## config.mk

```make
export PLATFORM = sky130hd
export DESIGN_NAME = edge_stamp_top
export DESIGN_NICKNAME = d
export VERILOG_FILES = /design/src/rtl/edge_stamp_pkg.sv /design/src/rtl/period_gen.sv /design/src/rtl/edge_sync.sv /design/src/rtl/stamp_chan.sv /design/src/rtl/frame_ser.sv /design/src/rtl/edge_stamp_top.sv
export SDC_FILE = /design/constraint.sdc
export NUM_CORES = 1
export LEC_CHECK = 0
export ABC_CLOCK_PERIOD_IN_PS = 11300
export BUFFER_PORTS_ARGS = -buffer_cell sky130_fd_sc_hd__buf_4
export CORE_AREA = 2 2 171 173
export DETAILED_ROUTE_END_ITERATION = 16
export DIE_AREA = 0 0 173 175
export GPL_TIMING_DRIVEN = 0
export PLACE_DENSITY = 0.71
export REMOVE_ABC_BUFFERS = 1
export SYNTH_ARGS = -nofsm -noshare
export SYNTH_HDL_FRONTEND = slang
export SYNTH_SLANG_ARGS = --single-unit
```

## constraint.sdc

```tcl
create_clock -name clk -period 11.3 [get_ports clk]
set_input_delay 1.13 -clock clk [delete_from_list [all_inputs] [get_ports clk]]
set_output_delay 1.13 -clock clk [all_outputs]
set_load 0.01 [all_outputs]
```

## src/rtl/edge_stamp_pkg.sv

```systemverilog
package edge_stamp_pkg;

    localparam int WORD_W  = 16;
    localparam int STAMP_W = 2 * WORD_W;

    typedef logic [WORD_W-1:0]  word_t;
    typedef logic [STAMP_W-1:0] stamp_t;

    // A stamp as it travels on the stream: low half first.
    typedef struct packed {
        word_t hi;
        word_t lo;
    } stamp_split_t;

    function automatic stamp_split_t split_stamp(input stamp_t v);
        stamp_split_t s;
        s.hi = v[STAMP_W-1:WORD_W];
        s.lo = v[WORD_W-1:0];
        return s;
    endfunction

endpackage

```

## src/rtl/period_gen.sv

```systemverilog
module period_gen #(
    parameter int CNT_W = 22
) (
    input  logic             clk,
    input  logic             rst,
    input  logic [CNT_W-1:0] period_max,
    output logic [CNT_W-1:0] cnt,
    output logic             wrap
);
    // Wrap on >= so a shrinking period_max cannot strand the counter.
    assign wrap = (cnt >= period_max - 1'b1);

    always_ff @(posedge clk) begin
        if (rst)       cnt <= '0;
        else if (wrap) cnt <= '0;
        else           cnt <= cnt + 1'b1;
    end
endmodule

```

## src/rtl/edge_sync.sv

```systemverilog
module edge_sync (
    input  logic clk,
    input  logic rst,
    input  logic din,
    output logic rise
);
    logic meta_q, sync_q, prev_q;

    always_ff @(posedge clk) begin
        if (rst) begin
            meta_q <= 1'b0;
            sync_q <= 1'b0;
            prev_q <= 1'b0;
        end else begin
            meta_q <= din;
            sync_q <= meta_q;
            prev_q <= sync_q;
        end
    end

    assign rise = sync_q & ~prev_q;
endmodule

```

## src/rtl/stamp_chan.sv

```systemverilog
module stamp_chan import edge_stamp_pkg::*; #(
    parameter int CNT_W = 22
) (
    input  logic             clk,
    input  logic             rst,
    input  logic             rise,
    input  logic [CNT_W-1:0] cnt,
    input  logic             wrap,
    input  logic [CNT_W-1:0] period_max,
    output stamp_t           result
);
    logic             seen_q;
    logic [CNT_W-1:0] first_q;

    // Value of the frame that closes in a wrap cycle; an edge in the
    // wrap cycle itself still belongs to the closing frame.
    always_comb begin
        if (seen_q)    result = stamp_t'(first_q);
        else if (rise) result = stamp_t'(cnt);
        else           result = stamp_t'(period_max);
    end

    always_ff @(posedge clk) begin
        if (rst) begin
            seen_q  <= 1'b0;
            first_q <= '0;
        end else if (wrap) begin
            seen_q  <= 1'b0;
        end else if (rise && !seen_q) begin
            seen_q  <= 1'b1;
            first_q <= cnt;
        end
    end
endmodule

```

## src/rtl/frame_ser.sv

```systemverilog
module frame_ser import edge_stamp_pkg::*; #(
    parameter int NANA = 8,
    parameter int NCH  = 2
) (
    input  logic                clk,
    input  logic                rst,
    input  logic                load,
    input  word_t [NANA-1:0]    ana_arr,
    input  logic  [NANA-1:0]    ana_en,
    input  stamp_t [NCH-1:0]    ch_res,
    input  logic  [NCH-1:0]     ch_en,
    input  logic                out_ready,
    output logic                out_valid,
    output word_t               out_data
);
    localparam int NW = NANA + 2 * NCH;
    localparam int IW = (NW > 1) ? $clog2(NW) : 1;

    word_t [NW-1:0] words_q, words_new;
    logic  [NW-1:0] mask_q, mask_new, mask_drain;
    logic  [IW-1:0] sel;
    logic           xfer;

    // Lowest pending slot goes first: analog words, then channel halves.
    always_comb begin
        sel = '0;
        for (int i = NW - 1; i >= 0; i--) begin
            if (mask_q[i]) sel = IW'(i);
        end
    end

    assign out_valid  = |mask_q;
    assign out_data   = words_q[sel];
    assign xfer       = out_valid & out_ready;
    assign mask_drain = mask_q & ~(xfer ? (NW'(1) << sel) : '0);

    for (genvar i = 0; i < NANA; i++) begin : g_ana
        assign words_new[i] = ana_arr[i];
        assign mask_new[i]  = ana_en[i];
    end

    for (genvar c = 0; c < NCH; c++) begin : g_ch
        stamp_split_t parts;
        assign parts                     = split_stamp(ch_res[c]);
        assign words_new[NANA + 2*c]     = parts.lo;
        assign words_new[NANA + 2*c + 1] = parts.hi;
        assign mask_new[NANA + 2*c]      = ch_en[c];
        assign mask_new[NANA + 2*c + 1]  = ch_en[c];
    end

    always_ff @(posedge clk) begin
        if (rst) begin
            mask_q  <= '0;
            words_q <= '0;
        end else if (load && (mask_drain == '0)) begin
            mask_q  <= mask_new;
            words_q <= words_new;
        end else begin
            mask_q  <= mask_drain;
        end
    end
endmodule

```

## src/rtl/edge_stamp_top.sv

```systemverilog
module edge_stamp_top import edge_stamp_pkg::*; #(
    parameter int NANA  = 8,
    parameter int NCH   = 2,
    parameter int CNT_W = 22
) (
    input  logic                   clk,
    input  logic                   rst,
    input  logic [CNT_W-1:0]       period_max,
    input  logic [NCH-1:0]         ext_in,
    input  logic [NANA*WORD_W-1:0] ana_words,
    input  logic [NANA-1:0]        ana_en,
    input  logic [NCH-1:0]         ch_en,
    input  logic                   out_ready,
    output logic                   out_valid,
    output logic [WORD_W-1:0]      out_data
);
    logic [CNT_W-1:0] cnt;
    logic             wrap;
    logic [NCH-1:0]   rise;
    stamp_t [NCH-1:0] ch_res;
    word_t [NANA-1:0] ana_arr;

    period_gen #(.CNT_W(CNT_W)) u_period (
        .clk(clk), .rst(rst), .period_max(period_max),
        .cnt(cnt), .wrap(wrap)
    );

    for (genvar c = 0; c < NCH; c++) begin : g_chan
        edge_sync u_sync (
            .clk(clk), .rst(rst), .din(ext_in[c]), .rise(rise[c])
        );
        stamp_chan #(.CNT_W(CNT_W)) u_stamp (
            .clk(clk), .rst(rst), .rise(rise[c]), .cnt(cnt),
            .wrap(wrap), .period_max(period_max), .result(ch_res[c])
        );
    end

    for (genvar i = 0; i < NANA; i++) begin : g_unpack
        assign ana_arr[i] = ana_words[i*WORD_W +: WORD_W];
    end

    frame_ser #(.NANA(NANA), .NCH(NCH)) u_ser (
        .clk(clk), .rst(rst), .load(wrap),
        .ana_arr(ana_arr), .ana_en(ana_en),
        .ch_res(ch_res), .ch_en(ch_en),
        .out_ready(out_ready), .out_valid(out_valid), .out_data(out_data)
    );
endmodule

```

Word-level counts from Yosys, hierarchy flattened
Index checks and enable logic that the tools add are counted.
Cells by class
  add/sub/neg operators: 2
  $lt $le $gt $ge: 2
  shift-type cells: 1
  mux-type cells: 20
  reduce and logical (&&, ||, !) cells: 10
  bitwise logic cells: 8
Operators by type and width (count)
  16-bit binary-select mux with 4-bit select: 1
  32-bit 2-to-1 mux: 2
  4-bit 2-to-1 mux: 12
  22-bit 2-to-1 mux: 2
  12-bit 2-to-1 mux: 2
  22-bit by 1-bit adder with 22-bit output (second input constant): 1
  22-bit >= comparator: 1
  22-bit by 1-bit subtractor with 22-bit output (second input constant): 1
  16-bit 2-to-1 mux: 1
  12-bit AND: 1
  12-bit zero test: 1
  12-bit NOT: 1
  12-bit OR reduction: 1
  1-bit by 4-bit << shifter with 12-bit output (first input constant): 1
  4-bit by 5-bit < comparator with 1-bit output (second input constant): 1
  2-bit AND reduction: 2
  1-bit AND: 3
  1-bit logical AND: 3
  1-bit NOT: 3
  1-bit zero test: 2
  2-bit OR reduction: 1
Storage, ports and cells
  register bits: 278
  word-level logic and storage cells: 67

Depth between registers and ports, before layout
Gate-level depths: netlist (run 1).
  depth after elaboration: 19
  gate-level depth with buffers: 18

Cells and area by module
Synthesis (run 1) repeated with hierarchy kept, for this count alone.
Second synthesis, totals
  cell total of the unflattened synthesis: 1885
  area, all modules: 15621.2 um^2
Modules (own cells, without submodules)
  frame_ser: sequential area each 4083.9 um^2, area each 10497.6 um^2, cells an instance 1283, times used 1
  stamp_chan: sequential area each 460.4 um^2, area each 1555.2 um^2, cells an instance 183, times used 2
  period_gen: sequential area each 440.4 um^2, area each 1838.0 um^2, cells an instance 222, times used 1
  edge_sync: sequential area each 60.1 um^2, area each 87.6 um^2, cells an instance 7, times used 2

Worst setup path before layout (run 1)
No wires, ideal clock.
  path type: input port to flip-flop
  from: input period_max[2]
  to: register u_ser.words_q[128] (netlist bit)
  stages on the path: 17
  arrival: 5.339 ns
  library setup time: 0.121 ns
  buffers on the path: 2
  required time: 11.179 ns
  path slack: 5.839 ns
  path through: nor4_1 nand2_1 or4_1 or4_1 or3_1 nor3_1 xnor2_1 ha_1 nand4_1 nor4_1 a22o_1 a311oi_1 and2_1 or4_1 buf_2 buf_6 mux2_4
Between the ends
  longest elaborated chain between the ends: 3
Ends and longest elaborated chain
  start: declaration: line edge_stamp_top.sv:8  | input logic [CNT_W-1:0] period_max,
  22-bit by 1-bit subtractor with 22-bit output: line period_gen.sv:11  | assign wrap = (cnt >= period_max - 1'b1);
  22-bit >= comparator: line period_gen.sv:11
  1-bit logical AND: line frame_ser.sv:55  | end else if (load && (mask_drain == '0)) begin
  end signal: assignment: line frame_ser.sv:57  | words_q <= words_new;
  end: declaration: line frame_ser.sv:19  | word_t [NW-1:0] words_q, words_new;
Every way passes these cells.
A chain may end at the register's enable or synchronous reset.

Final worst setup path (run 1)
  from: input period_max[2]
  to: register u_ser.words_q[163] (netlist bit)
The elaborated chain is that of the path after synthesis.

==> run summary, run 1 <==
## Run status
- finished, final reports clean — result of the run

## Power
- 123 nW/um^2 — Power per Cell Area
- 0.0943 mV — largest voltage drop on the vdd net
- 6.67 nW — leakage power figure
- 2.08 mW — post-route total power

## Routing
- 13,500 — via total after detailed routing
- 19.6 um — wire length per cell after detailed routing
- 0 — post-route ant nets
- 0 — number of remaining DRC errors
- 1,505 — Initial DRC Count
- 5 — router iterations before antenna repair
- 6.25 — Vias/cell
- 42.5 mm — Post-Route WL

## STA
- 0 — count of final max-slew check failures
- no — unrepaired setup endpoints after global routing
- 0 — number of failing hold endpoints at the final stage
- 6.84 ns — final worst path period need
- 0.437 ns — hold slack final
- 0.146 GHz — highest attainable clock frequency
- 31.3% — Relative slew margins
- 1.03 ns — measured slew at the worst slew-check pin
- 60.6% — share of the cycle needed by the critical path after routing
- 0 — final setup violation count
- 0.0119 ns — Worst Skew

## Logic synthesis
- dfxtp_1 — predominant post-synthesis flop cell
- 0% — share of synthesized flip-flops with an asynchronous set or reset
- dfxtp_1 (36%), o41ai_1 (7.9%), a21oi_1 (6.8%), nand4_1 (6.5%), mux2i_1 (6.2%) — top area cells in the synthesized netlist
- 1,706 — post-synthesis instance total
- dfxtp_1 — library cell with the largest summed area after synthesis
- 0 — yosys synthesis warning count
- 14,300 sq um — Syn Std Cell Area
- 0 — number of enable-type register cells in the synthesized netlist
- 36.2% — part of the Yosys area used for sequential elements
- 36.2% — top cell type's share of synthesized area
- 56 — Netlist cell types
- 258 — post-synthesis register bit count
- 8.37 sq um — post-synthesis area per instance

## Finish
- 2,528 — fill count
- 1,946 — Final nets
- 18.6% — Area Overhead vs Synth
- 8430 sq um — area of the multi-input gates
- 16,900 sq um — final instance area
- 5170 sq um — total area of sequential cells
- 59.6% — Layout Utilization
- 0 — number of antenna cells inserted
- 19.3% — fraction of final layout cells sized beyond drive strength 1

## Clocking
- 0 — post-CTS repair timing setup buffer count
- 0.06 ns — clock edge transition at the registers on the reported setup and hold paths
- 0 — CTS Hold Bufs
- 1 — maximum level of the CTS H-tree
- 3 — maximum clock insertion buffer count
- 29 — number of buffers created by CTS
- 258 — number of clock sinks
- 0.55 ns — latest clock arrival within the worst-skew pair
- 0 — post-cts gate resize count
- clkbuf_16 — Root Buffer Master
- yes — CTS tree

## Die
- 62 — standard-cell row count
- 30,300 sq um — Total Die Area
- 175 um — chip height
- 182 — boundary pin count
- 173 um — floorplan die width
- 28,400 sq um — floorplan core area
- 50.3% — Initial Util

## Global routing
- 4.35% — met3 global-route usage
- 27.0% — total routing resource utilization after global routing
- 162 — pin count of the biggest net entering global routing
- 12,500 — via count of the first global-routing pass
- 38.0% — met1 layer usage reported by global route
- 68.3 mm — global-route wire length before repair
- met2 — Most Used Layer, Global Route
- 42.3% — met2 GRT Util
- 0 — number of antenna violations at the first check in global routing
- 0 — final global-route overflow total

## Setup path
- input pin — kind of launch point of the worst setup path
- 61 — Max Fanout on Critical Path
- input pin to register — classification of the worst setup path
- register — endpoint kind of the worst setup timing path
- 7.28 ns — worst endpoint data arrival time
- u_ser.mask_q[3] — reg-to-reg critical path startpoint
- period_max[2] — CP Launch Point
- 11.73 ns — endpoint required time on the critical path

## Placement
- 0.886 — weighted congestion reported at the end of routability-driven placement
- 181 — IO Port Bufs
- 16,100 sq um — placement-stage cell area
- 27.1 mm — placed wire-length estimate

## Hold path
- g_chan[0].u_sync.meta_q — start point of the worst min-delay path
- register to register — class of the tightest hold or removal check

## Flow run
- 0 — number of maximum-capacitance violations

## layout make-up
cell class	instances	area share, %
clock buffers	48	5.00
clock inverters	5	0.163
inverters	12	0.266
multi-input cells	1248	49.8
flip-flops and latches	258	30.5
well taps	384	2.84
repair buffers	208	11.4
## kinds of logic (layout without fill, tap and decap cells)
kind of cell	after synthesis	count (layout)	share of synthesized area [%]
and+or+nand+nor	591	591	20.6
AOI/OAI and AO/OA	429	429	19.8
DFF	258	258	36.2
buffers and inverters	200	273	5.53
muxes	162	162	13.2
xor gates and xnor gates	40	40	2.45
adders and majority gates	26	26	2.25
## through the flow
stage               setup TNS [ns]  worst slack, ns  instances
finish                           0             4.46       2163
global route                     0             4.07       2163
CTS                              0             4.51       2163
detailed placement               0             3.98       2110
global placement          -1099.09            -7.44       2083
floorplan                        0             1.35       1518
## cells in the final DEF, fill, tap and decap left out, drive strengths merged, types with 3 or more instances in the layout
master	instances
a211oi	12
a21o	4
a21oi	195
a221oi	13
a31oi	12
a32oi	3
and2	3
and3	10
buf	208
clkbuf	48
clkinv	4
dfxtp	258
ha	24
inv	12
mux2	73
mux2i	89
nand2	124
nand2b	12
nand3	28
nand4	148
nor2	180
nor2b	51
nor3	7
nor4	8
o2111a	3
o21ai	37
o22ai	5
o31ai	3
o41ai	128
or2	3
or3	4
or4	9
xnor2	19
xor2	21
## synthesized netlist by cell type (all sizes together) (2+ instances only)
| cell type | count |
|---|---|
| dfxtp | 258 |
| a21oi | 195 |
| nor2 | 180 |
| clkbuf | 165 |
| nand4 | 148 |
| o41ai | 128 |
| nand2 | 124 |
| mux2i | 89 |
| mux2 | 73 |
| nor2b | 51 |
| o21ai | 37 |
| nand3 | 28 |
| ha | 24 |
| buf | 23 |
| xor2 | 21 |
| xnor2 | 19 |
| a221oi | 13 |
| a211oi | 12 |
| a31oi | 12 |
| inv | 12 |
| nand2b | 12 |
| and3 | 10 |
| or4 | 9 |
| nor4 | 8 |
| nor3 | 7 |
| o22ai | 5 |
| a21o | 4 |
| or3 | 4 |
| a32oi | 3 |
| and2 | 3 |
| o2111a | 3 |
| o31ai | 3 |
| or2 | 3 |
| a211o | 2 |
| and4 | 2 |
| maj3 | 2 |
| o31a | 2 |
| o32ai | 2 |
## critical path: stages
cell	delay (ns)
buf_4	0.14
nor4_1	0.40
nand2_1	0.14
or4_1	0.49
or4_1	0.49
or3_1	0.40
nor3_1	0.29
xnor2_1	0.18
ha_1	0.29
nand4_1	0.16
nor4_1	0.09
a22o_1	0.18
a311oi_1	0.80
and2_4	0.79
or4_4	0.87
mux2_4	0.36
## power breakdown
group | internal (mW) | switching (mW)
clock network | 0.506 | 0.376
registers | 0.913 | 0.00877
logic | 0.107 | 0.169
total | 1.53 | 0.554
## flip-flops by register name (all words and copies together) (netlist names)
register	cells
u_ser.words_q	172
u_period.cnt	22
g_chan.u_sync.sync_q	2
g_chan.u_stamp.first_q	44
g_chan.u_stamp.seen_q	2
g_chan.u_sync.prev_q	2
u_ser.mask_q	12
g_chan.u_sync.meta_q	2
## per-layer routing
layer | part of all wire, % | routed length, um
met3 | 7.0 | 2950
met4 | 2.4 | 1010
met1 | 45 | 19100
met2 | 46 | 19400
met5 | 0 | 0
## worst paths after layout
kind | end | slack (ns) | cells past startpoint
setup / recovery | u_ser.words_q[163] | 4.46 | 16
setup reg to reg | u_ser.words_q[163] | 6.66 | 8
hold / removal | g_chan[0].u_sync.sync_q | 0.44 | 1
hold reg to reg | g_chan[0].u_sync.sync_q | 0.44 | 1
Power figures use the tool's default switching activity.
==> run 2, diff against run 1 <==
Settings changed: ABC_CLOCK_PERIOD_IN_PS 11300 to 6600.
Clock period 11.3 ns to 6.6 ns, I/O delays scaled along.
==> run 2 against run 1 <==
Global-route usage stayed put. Power up 71%. Clock power grew 71%. Core utilization barely moved. Register-to-register slack got worse by 4.5 ns. First-iteration DRC count down 2.8%. Count of clock-buffer cells in the layout did not move. Via count is the same. Non-clock buffer count stayed put. Worst hold slack worse by 0.12 ns. Largest cell class unchanged. Cell count hardly changed.
==> run summary, run 2 (synthesis results as in run 1) <==
## Run status
- finished, final reports clean — result of the run

## Finish
- dfxtp_1 — most common cell after layout, fill and taps aside
- u_ser.words_q — register bank with the most flops
- 19.4% — fraction of final layout cells sized beyond drive strength 1, +0.045 points
- u_ser.words_q x172, g_chan.u_stamp.first_q x44, u_period.cnt x22 — registers with the most flip-flops
- 18.7% — Area Overhead vs Synth, about the same
- 0 — number of antenna cells inserted, unchanged
- 59.7% — Layout Utilization, about the same
- dfxtp_1 (256), a21oi_1 (193), buf_4 (180) — most used cells in the layout excluding fill and tap cells
- 2,529 — fill count, +0.040%
- 172 — max FFs per register, unchanged
- 1,947 — Final nets, +0.051%

## STA
- 0 — count of final max-slew check failures, unchanged
- 93.6% — share of the cycle needed by the critical path after routing
- no — unrepaired setup endpoints after global routing
- 1.03 ns — measured slew at the worst slew-check pin, -0.000162 ns
- 0.162 GHz — highest attainable clock frequency
- 0.0130 ns — Worst Skew, +0.00102 ns
- 0 — number of failing hold endpoints at the final stage, unchanged
- 0 — final setup violation count, unchanged
- 6.18 ns — final worst path period need
- 31.3% — Relative slew margins, about the same

## Routing
- 0 — number of remaining DRC errors, unchanged
- met4 — highest routed layer
- 13,500 — via total after detailed routing, unchanged
- 5 — router iterations before antenna repair, unchanged
- 1,463 — Initial DRC Count, -2.8%
- 2.98 mm — total met3 wirelength after detailed routing, +0.74%
- 19.4 mm — met2 wirelength from detailed routing, about the same
- 19.8 um — wire length per cell after detailed routing, +0.77%
- 0 — post-route ant nets, unchanged
- 42.8 mm — Post-Route WL, +0.82%
- 19.4 mm — WL met1, +1.7%
- 6.24 — Vias/cell, about the same

## Clocking
- 3 — maximum clock insertion buffer count, unchanged
- 1 — maximum level of the CTS H-tree, unchanged
- 0.55 ns — latest clock arrival within the worst-skew pair, about the same
- 258 — number of clock sinks, unchanged
- 0 — post-CTS repair timing setup buffer count, unchanged
- 0 — CTS Hold Bufs, unchanged
- clkbuf_16 — Root Buffer Master
- yes — CTS tree
- 0.06 ns — clock edge transition at the registers on the reported setup and hold paths, about the same
- 29 — number of buffers created by CTS, unchanged

## Power
- 0.165 mV — largest voltage drop on the vdd net, +75%
- 6.68 nW — leakage power figure, about the same
- 3.56 mW — post-route total power, +71%
- 210 nW/um^2 — Power per Cell Area, +71%

## Setup path
- 7.05 ns — endpoint required time on the critical path, -4.68 ns
- u_ser.words_q[163] — reg-to-reg critical path endpoint
- 16 — Levels on crit path, unchanged
- 62 — Max Fanout on Critical Path, +1.6%
- u_ser.mask_q[3] — reg-to-reg critical path startpoint
- input pin to register — classification of the worst setup path
- 8 — R2R cell count, unchanged
- 0.81 ns — largest stage delay on the critical path, -0.06 ns
- simple AND/OR/NAND/NOR gates — Top delay family on crit path
- period_max[2] — CP Launch Point
- a311oi_1 — CP max stage cell
- register — endpoint kind of the worst setup timing path
- 6.63 ns — worst endpoint data arrival time, -0.65 ns
- g_chan[0].u_stamp.seen_q — capture point of the critical path
- input pin — kind of launch point of the worst setup path
- 1 — number of buffers and inverters on the critical path, unchanged
- buf_4, nor4_1, nand2_1, or4_1, or4_1, or3_1, nor3_1, xnor2_1, ha_1, nand4_1, nor4_1, a22o_1, a311oi_1, and2_4, nand2b_1, a21oi_1 — ordered list of cells on the worst path
- 2.17 ns — R2R Setup Slk, -4.49 ns

## Die
- 175 um — chip height, unchanged
- 30,300 sq um — Total Die Area, unchanged
- 173 um — floorplan die width, unchanged
- 50.3% — Initial Util, unchanged
- 182 — boundary pin count, unchanged
- 62 — standard-cell row count, unchanged
- 28,400 sq um — floorplan core area, unchanged

## Global routing
- 162 — pin count of the biggest net entering global routing, unchanged
- 68.3 mm — global-route wire length before repair, unchanged
- 0 — final global-route overflow total, unchanged
- 12,500 — via count of the first global-routing pass, unchanged
- 0 — number of antenna violations at the first check in global routing, unchanged
- 27.0% — total routing resource utilization after global routing, unchanged

## Placement
- 27.1 mm — placed wire-length estimate, unchanged
- 0.886 — weighted congestion reported at the end of routability-driven placement, unchanged
- 181 — IO Port Bufs, unchanged

## Hold path
- input pin to register — class of the tightest hold or removal check

## Flow run
- 0 — number of maximum-capacitance violations, unchanged

-- run 2: metal layers --
layer | GRT usage, % | vias to the layer above
met1 | 38.0 | 6462
met3 | 4.35 | 71
met4 | 8.47 | 0
met5 | 0 | -
li1 | - | 6468
met2 | 42.3 | 509
-- run 2: metrics by stage --
stage                     TNS [ns]  hold WS [ns]  instances  cell area [sq um]  setup slack, ns
after floorplan            -534.21         0.414       1518              13500            -3.35
after CTS                        0         0.310       2163              16900            0.277
after global placement    -2119.80         0.420       2083              15400           -12.14
after detailed placement    -11.20         0.426       2110              16100           -0.247
after global routing             0         0.330       2164              16900           0.0342
final                            0         0.321       2164              16900            0.421
-- run 2: final cells by class --
cell class	instances	area (sq um)	area share [%]
Timing Repair Buffer	208	1940	11.4
Sequential cell	258	5170	30.5
Clock buffer	48	847	5.00
Clock inverter	5	27.5	0.162
Tap cell	384	480	2.84
Multi-Input combinational cell	1249	8440	49.8
Inverter	12	45.0	0.266
-- run 2: worst min-delay path by stage --
| stage | start | slack (ns) | cells after the start | to |
|---|---|---|---|---|
| after floorplan | g_chan[0].u_sync.meta_q | 0.41 | 1 | g_chan[0].u_sync.sync_q |
| after global placement | g_chan[0].u_sync.meta_q | 0.42 | 1 | g_chan[0].u_sync.sync_q |
| after detailed placement | g_chan[0].u_sync.meta_q | 0.43 | 1 | g_chan[0].u_sync.sync_q |
| after CTS | ext_in[1] | 0.31 | 2 | g_chan[1].u_sync.meta_q |
| after global routing | ext_in[1] | 0.33 | 2 | g_chan[1].u_sync.meta_q |
| final | ext_in[1] | 0.32 | 2 | g_chan[1].u_sync.meta_q |
-- run 2: timing repair --
item                                    4_1_cts  5_1_grt
resized for setup                             0        1
endpoints found under the hold margin         0        0
endpoints found under the setup margin        0       49
-- run 2: power breakdown --
group / total (mW) / switching (mW) / internal (mW)
Clock: 1.51 / 0.646 / 0.867
Combinational: 0.474 / 0.291 / 0.183
Sequential: 1.58 / 0.0151 / 1.56
-- run 2: worst register-to-register path, delay by kind of cell (launching register included) --
family,cells,cell delay (ns)
AND/OR/NAND/NOR,4,2.34
buffers and inverters,1,0.33
flip-flops,1,0.38
AO/OA/AOI/OAI,2,0.86
multiplexers,1,0.40
==> run 3, diff against run 2 <==
Settings changed: REMOVE_ABC_BUFFERS 1 to unset.
==> run 3 against run 2 <==
First-iteration DRC count down 1.8%. Largest cell class unchanged. Register-to-register slack got worse by 0.12 ns. Critical path depth rose by 2. Critical path type unchanged. Worst setup slack gained 0.16 ns. Flip-flop and latch count unchanged. Die area did not move. Cell area up 0.98%. Power up 4.0%. Sequential power about the same.
==> run summary, run 3 (synthesis results as in run 1) <==
## Power
- 2.73 mW — internal power, +4.3%
- 217 nW/um^2 — Power per Cell Area, +3.0%
- 12.8% — share of power burned in combinational logic, -0.5 points
- 6.69 nW — leakage power figure, +0.21%
- 0.166 mV — largest voltage drop on the vdd net, +0.52%
- 26.5% — switching portion of total power, -0.23 points
- 42.3% — sequential share of power, -2.0 points
- 0.982 mW — Psw, +3.1%
- 44.9% — clock share of power, +2.5 points
- 3.71 mW — post-route total power, +4.0%

## Setup path
- 0.86 ns — largest stage delay on the critical path, +0.05 ns
- input pin to register — classification of the worst setup path
- 6.49 ns — worst endpoint data arrival time, -0.14 ns
- a21o_1 — cell seen most often among critical-path stages
- 10 — Max Fanout on Critical Path, -84%
- a311oi_1 — CP max stage cell
- buf_4, nor4_1, nand2_1, or4_1, or4_1, or3_1, nor3_1, xnor2_1, ha_1, a21o_1, a21o_1, a21o_1, a311oi_1, and2_1, clkbuf_1, clkbuf_1, o41ai_1, a21oi_1 — ordered list of cells on the worst path
- register — endpoint kind of the worst setup timing path
- simple AND/OR/NAND/NOR gates — Top delay family on crit path
- 3 — number of buffers and inverters on the critical path, +2
- 7.07 ns — endpoint required time on the critical path, +0.02 ns
- 2.05 ns — R2R Setup Slk, -0.12 ns
- input pin — kind of launch point of the worst setup path

## Routing
- 6.12 — Vias/cell, -2.0%
- 20.5 mm — WL met1, +5.7%
- 21.0 um — wire length per cell after detailed routing, +6.3%
- 1,436 — Initial DRC Count, -1.8%
- 7 — router iterations before antenna repair, +2
- 0 — number of remaining DRC errors, unchanged
- 3.35 mm — total met3 wirelength after detailed routing, +12%
- met4 — highest routed layer
- 0 — post-route ant nets, unchanged
- 14,200 — via total after detailed routing, +5.2%
- 48.9 mm — Post-Route WL, +14%
- 22.9 mm — met2 wirelength from detailed routing, +18%

## Clocking
- 0 — CTS Hold Bufs, unchanged
- 3 — maximum clock insertion buffer count, unchanged
- 0.55 ns — latest clock arrival within the worst-skew pair, about the same
- 0 — post-CTS repair timing setup buffer count, unchanged
- 258 — number of clock sinks, unchanged
- 0.06 ns — clock edge transition at the registers on the reported setup and hold paths, about the same
- 1 — maximum level of the CTS H-tree, unchanged
- clkbuf_16 — Root Buffer Master
- 28 — number of buffers created by CTS, -3.4%
- yes — CTS tree

## Die
- 173 um — floorplan die width, unchanged
- 175 um — chip height, unchanged
- 28,400 sq um — floorplan core area, unchanged
- 182 — boundary pin count, unchanged
- 30,300 sq um — Total Die Area, unchanged
- 62 — standard-cell row count, unchanged
- 50.3% — Initial Util, unchanged

## STA
- 0 — final setup violation count, unchanged
- 0.166 GHz — highest attainable clock frequency, +2.6%
- 10.9% — Relative slew margins, -20 points
- 0 — count of final max-slew check failures, unchanged
- 91.2% — share of the cycle needed by the critical path after routing, -2.4 points
- no — unrepaired setup endpoints after global routing
- 1.33 ns — measured slew at the worst slew-check pin, +0.297 ns
- 0.580 ns — final setup margin, +0.158 ns
- 6.02 ns — final worst path period need, -0.158 ns
- 0 — number of failing hold endpoints at the final stage, unchanged
- 0.00872 ns — Worst Skew, -0.00423 ns

## Finish
- 2,106 — Final nets, +8.2%
- 0 — number of antenna cells inserted, unchanged
- dfxtp_1 — most common cell after layout, fill and taps aside
- 17,100 sq um — final instance area, +0.98%
- 16.5% — fraction of final layout cells sized beyond drive strength 1, -2.9 points
- 172 — max FFs per register, unchanged
- u_ser.words_q x172, g_chan.u_stamp.first_q x44, u_period.cnt x22 — registers with the most flip-flops
- u_ser.words_q — register bank with the most flops
- 60.3% — Layout Utilization, +0.59 points
- 19.9% — Area Overhead vs Synth
- dfxtp_1 (258), a21oi_1 (194), buf_4 (181) — most used cells in the layout excluding fill and tap cells

## Global routing
- 31.1% — total routing resource utilization after global routing, +4.2 points
- 75.2 mm — global-route wire length before repair, +10%
- 0 — final global-route overflow total, unchanged
- 0 — number of antenna violations at the first check in global routing, unchanged
- 13,600 — via count of the first global-routing pass, +8.7%
- 15 — pin count of the biggest net entering global routing, -91%

## Flow run
- 0 — number of maximum-capacitance violations, unchanged

## Run status
- finished, final reports clean — result of the run

## Hold path
- input pin to register — class of the tightest hold or removal check

## Placement
- 16,100 sq um — placement-stage cell area, +0.35%
- -0.106 ns — worst setup timing slack at the placement stage, +0.141 ns
- 0.992 — weighted congestion reported at the end of routability-driven placement, +12%
- 36.8 mm — placed wire-length estimate, +36%
- 181 — IO Port Bufs, unchanged

## Logic synthesis
- 1,895 — Post-Synthesis Net Count

run 3: changes by cell type in the layout (fill, tap and decap cells not counted), sizes merged:
cell and change:
bufinv +3, clkbuf +155, clkinv +4, buf -4, or4 -1, clkinvlp +2
run 3: final timing paths:
check	from	end	depth (start not counted)
worst max-delay path	period_max[2]	u_ser.words_q[58]	18
worst min-delay path	ext_in[1]	g_chan[1].u_sync.meta_q	2
worst max register to register	u_ser.mask_q[7]	u_ser.words_q[96]	10
worst min register to register	g_chan[1].u_sync.meta_q	g_chan[1].u_sync.sync_q	1
run 3: repair_timing:
item | CTS | global route
hold endpoints to repair | 0 | 0
gates resized for setup | 0 | 1
setup endpoints to repair | 0 | 1
run 3: per-stage QoR:
| step | TNS (ns) | cells | hold WS (ns) |
|---|---|---|---|
| floorplan | 0 | 1706 | 0.414 |
| global placement | -1.55 | 2271 | 0.433 |
| detailed placement | -1.73 | 2271 | 0.423 |
| CTS | 0 | 2323 | 0.309 |
| global route | 0 | 2323 | 0.309 |
| finish | 0 | 2323 | 0.322 |
run 3: cell type report:
class / count / area [sq um]
clock buffer: 38 / 828
sequential: 258 / 5160
tap: 384 / 480
clock inverter: 14 / 164
multi-input combinational: 1248 / 8320
inverter: 12 / 45.0
fill: 2608 / 11300
timing repair buffer: 181 / 1360
buffer: 188 / 744
run 3: worst reg2reg max path, stage by stage (launching register included):
cell and delay [ns]:
dfxtp_1 0.31, clkbuf_1 0.30, or4_1 0.25, nand2_2 0.14
or4_1 0.59, maj3_2 0.35, nor4_2 1.06, clkbuf_1 0.68
clkbuf_1 0.41, nand4_1 0.21, a21oi_1 0.17
run 3: power groups by stage:
stage,logic [mW],clock network [mW],registers (mW)
after floorplan,0.243,0,1.60
after global placement,0.453,0,1.60
after detailed placement,0.460,0,1.60
after CTS,0.461,1.68,1.57
after global routing,0.502,1.74,1.57
final,0.474,1.67,1.57
run 3: layer usage:
layer,vias up,global-route usage [%]
li1,6793,-
met4,0,12.5
met2,565,53.0
met1,6742,39.6
met3,119,4.87
met5,-,0
